## src/rtl/tis_countdown.sv

```systemverilog
module tis_countdown #(
   parameter int unsigned CNT_W = 20
) (
   input  logic             clk,
   input  logic             rst_n,
   input  logic [CNT_W-1:0] reload_val,
   input  logic             opp_en,
   input  logic             idle,
   output logic             fire
);

   logic             pend;
   logic [CNT_W-1:0] cnt;
   logic [CNT_W-1:0] cur_int;
   logic             in_window;

   always_comb begin
      in_window = (cnt - CNT_W'(1)) <= (cur_int >> 1);
      fire      = !pend && ((cnt == CNT_W'(1)) || (opp_en && idle && in_window));
   end

   always_ff @(posedge clk or negedge rst_n) begin
      if (!rst_n) begin
         pend    <= 1'b1;
         cnt     <= '0;
         cur_int <= '0;
      end else if (pend || fire) begin
         pend    <= 1'b0;
         cnt     <= reload_val;
         cur_int <= reload_val;
      end else begin
         cnt <= cnt - CNT_W'(1);
      end
   end


   forced_reload_chk: assert property (@(posedge clk) disable iff (!rst_n)
      (!pend && cnt == CNT_W'(1)) |=> (cnt == $past(reload_val)));


   cnt_step_chk: assert property (@(posedge clk) disable iff (!rst_n)
      (!pend && !fire) |=> (cnt == $past(cnt) - CNT_W'(1)));


   wait_floor_chk: assert property (@(posedge clk) disable iff (!rst_n)
      !pend |-> (cnt != '0 && cur_int >= CNT_W'(2)));

endmodule

```

## config.mk

```make
export PLATFORM = sky130hd
export DESIGN_NAME = tis_countdown
export DESIGN_NICKNAME = d
export VERILOG_FILES = /design/src/rtl/tis_countdown.sv
export SDC_FILE = /design/constraint.sdc
export NUM_CORES = 1
export LEC_CHECK = 0
export ABC_AREA = 1
export BUFFER_PORTS_ARGS = -buffer_cell sky130_fd_sc_hd__buf_2
export CAP_MARGIN = 40
export CORE_UTILIZATION = 39
export CTS_CLUSTER_DIAMETER = 40
export DETAILED_ROUTE_END_ITERATION = 12
export SLEW_MARGIN = 30
export SYNTH_ARGS = -nofsm -noshare
export SYNTH_HDL_FRONTEND = slang
export SYNTH_SLANG_ARGS = --single-unit
```

## constraint.sdc

```tcl
create_clock -name clk -period 3.3 [get_ports clk]
set_clock_uncertainty 0.05 [all_clocks]
set_input_delay 0.165 -clock clk [delete_from_list [all_inputs] [get_ports clk]]
set_output_delay 0.165 -clock clk [all_outputs]
set_load 0.1 [all_outputs]
```

==> Word-level counts from Yosys, hierarchy flattened <==
Cells that the tools add are included.
{ "word_totals": {"regBits": 41, "in_bits": 24, "wordCells": 13, "out_inout_bits": 1} }
{ "op_classes": {"n_lt_le_gt_ge": 1, "addsub": 1, "eq_ne": 1, "mux": 1, "reduce_logical": 6} }
{ "ops": {"columns": ["operator", "count"], "rows": [
  ["$eq A20 B1 Y1 const B", 1],
  ["$le A20 B19 Y1", 1],
  ["$mux W20", 1],
  ["$sub A20 B1 Y20 const B", 1],
  ["$logic_and A1 B1 Y1", 3],
  ["$logic_or A1 B1 Y1", 2],
  ["$logic_not A1 Y1", 1]
]} }

==> Depth between registers and ports, before layout <==
{ "depth": {"ltp_word": 7, "mapped_depth": 26, "depth_no_buf": 25} }

==> Worst setup path after synthesis <==
Ideal clock, no wire load.
{ "synth_timing": {"kind": "reg2out", "from": "register cnt[0]", "to": "output fire", "t_required_ns": 3.085, "stages_incl_launch_ff": 25, "n_path_buf": 1, "arrival_time_ns": 3.948, "setup_slack_ns": -0.863, "cell_sequence": "dfrtp_1 > inv_1 > ha_1 > nand2_1 > nor2_1 > inv_1 > nor2_1 > xor2_1 > ha_1 > nand2_1 > inv_1 > nand2_1 > nor2_1 > nand2_1 > nand3_1 > nand2_1 > nand2_1 > nand2_1 > nand2_1 > nand2_1 > nand2_1 > nand2_1 > nand2_4 > buf_4 > a21oi_1"} }
{ "synth_via": {"elab_chain_len": 5, "elab_cells_between_ends": 6} }
{ "synth_rtl": {"columns": ["item", "line_no", "source"], "rows": [
  ["start: declaration", "13", "logic [CNT_W-1:0] cnt;"],
  ["start signal: assignment", "29", "cnt <= reload_val;"],
  ["start signal: assignment", "32", "cnt <= cnt - CNT_W'(1);"],
  ["$sub A20 B1 Y20", "18", "in_window = (cnt - CNT_W'(1)) <= (cur_int >> 1);"],
  ["$le A20 B19 Y1", "18", null],
  ["$logic_and A1 B1 Y1", "19", "fire = !pend && ((cnt == CNT_W'(1)) || (opp_en && idle && in_window));"],
  ["$logic_or A1 B1 Y1 (*)", "19", null],
  ["$logic_and A1 B1 Y1 (*)", "19", null],
  ["end: declaration", "9", "output logic fire"]
]} }
Mark *: on every way between the ends. The rest lies on a longest branch, timed or not.

==> Final worst setup path <==
{ "layout_timing": {"from": "register cnt[2]", "to": "output fire"} }
Same word-level chain as after synthesis.

==> impl_results.md <==
* Lkg Pwr at 1.67 nW
* R2R Setup Slk at 0.19 ns
* Longest Clk Path Bufs at 2
* # IOs at 25
* Buf/Inv on CP at 1
* FMAX at roughly 300 MHz
* Placed cell count at around 420
* Routability Congestion at roughly 0.8
* GRT Resource Usage Total at 18.3%
* Antenna cells at 0
* Syn avg cell area at 8.06 µm²
* Worst skew pair latency at slightly below 0.3 ns
* Hold slack final at 0.0104 ns
* Worst Path Arrival at 3.08 ns
* Power Total at 1.45 mW
* Slew HR at 54.9%
* Minimum clock period at 3.29 ns
* Area Growth Syn to Fin at 21.6%
* DR vias/cell at about 5
* Ys async rst share at 100%
* Hold path startpoint: reload_val[0]
* Synthesized cell area at 0.00259 mm²
* Max-slew violation count at 0
* Max incr delay on CP at 0.42 ns
* TritonCTS clock tree: built
* Yosys reg bits at 40
* Synth cell types at 28
* Total core area at 0.00639 mm²
* Dpl hpwl at about 4.3 mm
* Initial drt markers at 84
* CP Class: reg -> out
* Worst slew pin tran at 0.675 ns
* Commonest non-fill, non-tap cell in the layout: nand2_1
* Pre-antenna DRT Iters at 4
* Yosys warns at 0
* IO buf count at 24
* Hold Path Class: in -> reg
* Hold endpoint: cnt[0]
* EDFF count, synth at 0
* Seq/Total Area, Yosys at 38.7%
* Non-Filler Instances at 439
* Commonest cells after routing, fill and taps aside: nand2_1 (76), nand4_1 (40), dfrtp_1 (39), inv_1 (37), buf_2 (23)
* Clock slew at reported path FFs at 0.08 ns
* FF-to-FF End: cnt[3]
* Worst setup EP type: output pin
* Clock Tree Root: clkbuf_8
* Synth Flop Type: dfrtp_1
* First-pass GRT wire length at 10.2 mm
* Vias in the first global route at ~2.2k
* Initial Util at 40.5%
* Nature of the critical path startpoint: register
* Critical-path cell list: nor2_2, nand2_1, nor2_2, nand2_2, nor3_4, nand3_2, xnor2_2, ha_1, a21oi_2, nor2_1, a211oi_2, nand2_1, nand2_1, nand2_1, nand2_1, nand2_1, nand2_2, nand2_4, a21oi_4, buf_12
* # clock sinks at 40
* Rows at 29
* RSZ-0062 raised after global routing: yes
* Max-Cap Viols at 0
* Final Hold Viols at 0
* Period utilization at 99.8%
* Reg area at 0.00100 mm²
* Critical path data required time at between 3 and 4 ns
* Syn_nets at 366
* Maximum vdd drop at ~180 µV
* Overflow after GRT at 0
* CP max stage cell: dfrtp_1
* Crit-path max FO at 4
* Hold depth at 3
* Reg2reg path depth at 27
* FF-to-FF Start: cnt[2]
* Filler cell count at 614
* Gate Count Post-Synth at 321
* Largest net degree at the start of global routing at 42
* Total number of vias at 2185
* Status: finished, final reports clean
* Setup violators final at 0
* Share of layout cells above drive strength 1 at 26.5%
* Die X-Extent at 83.5 µm
* Multi-input logic area at about 0.0014 mm²
* Routed len/inst at between 10 and 15 µm
* # nets final at 406
* Top cell by count, worst path: nand2_1
* Die H at between 80 and 90 µm
* CP delay by family, top: simple AND/OR/NAND/NOR gates
* Die area at slightly below 0.007 mm²
* Pwr/cell area at 462 mW/mm²
* Initial antenna violation count at 0
* # H-tree levels at 2
* Remaining DRCs at 0
* ANT nets after route at 0
* Post-Route WL at around 6 mm
* CTS Buf Count at 5
[Yosys cell counts, drive strengths merged, types with 2 or more instances]
cell / count / area share, %
nand4: 41 / 10
a21oi: 6 / 1.2
xnor2: 7 / 2.7
nor4: 2 / 0.48
inv: 38 / 5.5
clkbuf: 8 / 1.2
or2: 2 / 0.48
buf: 6 / 2.0
nand2: 98 / 16
xor2: 10 / 3.4
dfrtp: 39 / 38
ha: 21 / 10
nor2: 25 / 3.9
nand3: 8 / 1.7
nor3: 4 / 0.77
[how the worst max path moves through the flow]
stage / cells past startpoint / to / from
3_5_place_dp: 22 / cnt[3] / cnt[2]
6_report: 20 / fire / cnt[2]
4_1_cts: 20 / fire / cnt[1]
2_1_floorplan: 24 / fire / cnt[0]
3_3_place_gp: 22 / cur_int[17] / cnt[2]
5_1_grt: 24 / fire / cnt[2]
[stage by stage]
| stage | setup TNS [ns] | area, µm² | setup WS [ns] | utilization, % |
|---|---|---|---|---|
| global route | -1.77 | 3150 | -0.238 | 49.3 |
| detailed placement | -0.551 | 2870 | -0.0482 | 44.9 |
| finish | 0 | 3150 | 0.00526 | 49.3 |
| floorplan | 0 | 2600 | 0.0413 | - |
| global placement | -0.0340 | 2840 | -0.00965 | 44.4 |
| CTS | 0 | 3030 | 0.00633 | 47.4 |
[area by class of cell]
cell class	count	share of cell area (%)
well taps	77	3.06
clock buffers	8	2.86
multi-input cells	229	45.9
flip-flops and latches	40	31.8
repair buffers	47	11.8
inverters	38	4.53
[kinds of logic after synthesis]
| family | count (synthesis) | synth area share, % |
|---|---|---|
| AND/OR/NAND/NOR | 181 | 34.3 |
| buffers and inverters | 52 | 8.70 |
| flip-flops | 40 | 38.7 |
| adder cells (fa/ha/maj) | 21 | 10.2 |
| XOR/XNOR | 17 | 6.04 |
| AO/OA/AOI/OAI | 9 | 1.93 |
| other | 1 | 0.145 |
[state kept, by name, indices dropped and copies added, names as in the netlist]
register  count
cnt          20
pend          1
cur_int      19
[routing by layer]
metal	GRT usage, %	vias to the layer above	wire, µm
met5	0	-	0
met4	5.24	0	143
met3	3.36	11	189
met2	31.1	37	2910
met1	23.8	1008	2870
li1	-	1129	-
[timing repair]
item | in CTS | in global routing
pin swaps | 2 | 13
endpoints found under the hold margin | 18 | 0
hold buffers | 1 | 0
cloned | 0 | 1
setup endpoints to repair | 30 | 40
setup buffers | 3 | 5
gates resized for setup | 7 | 17
[report_power, final]
group          switching [mW]  internal [mW]
logic                   0.288          0.214
clock network           0.172          0.171
registers              0.0544          0.555
total                   0.514          0.940
[worst min-delay path, cell delays in order]
cell,delay (ns)
buf_2,0.08
nand2_1,0.04
nand2_1,0.04
Note: power is estimated with default switching activity, not from simulation.
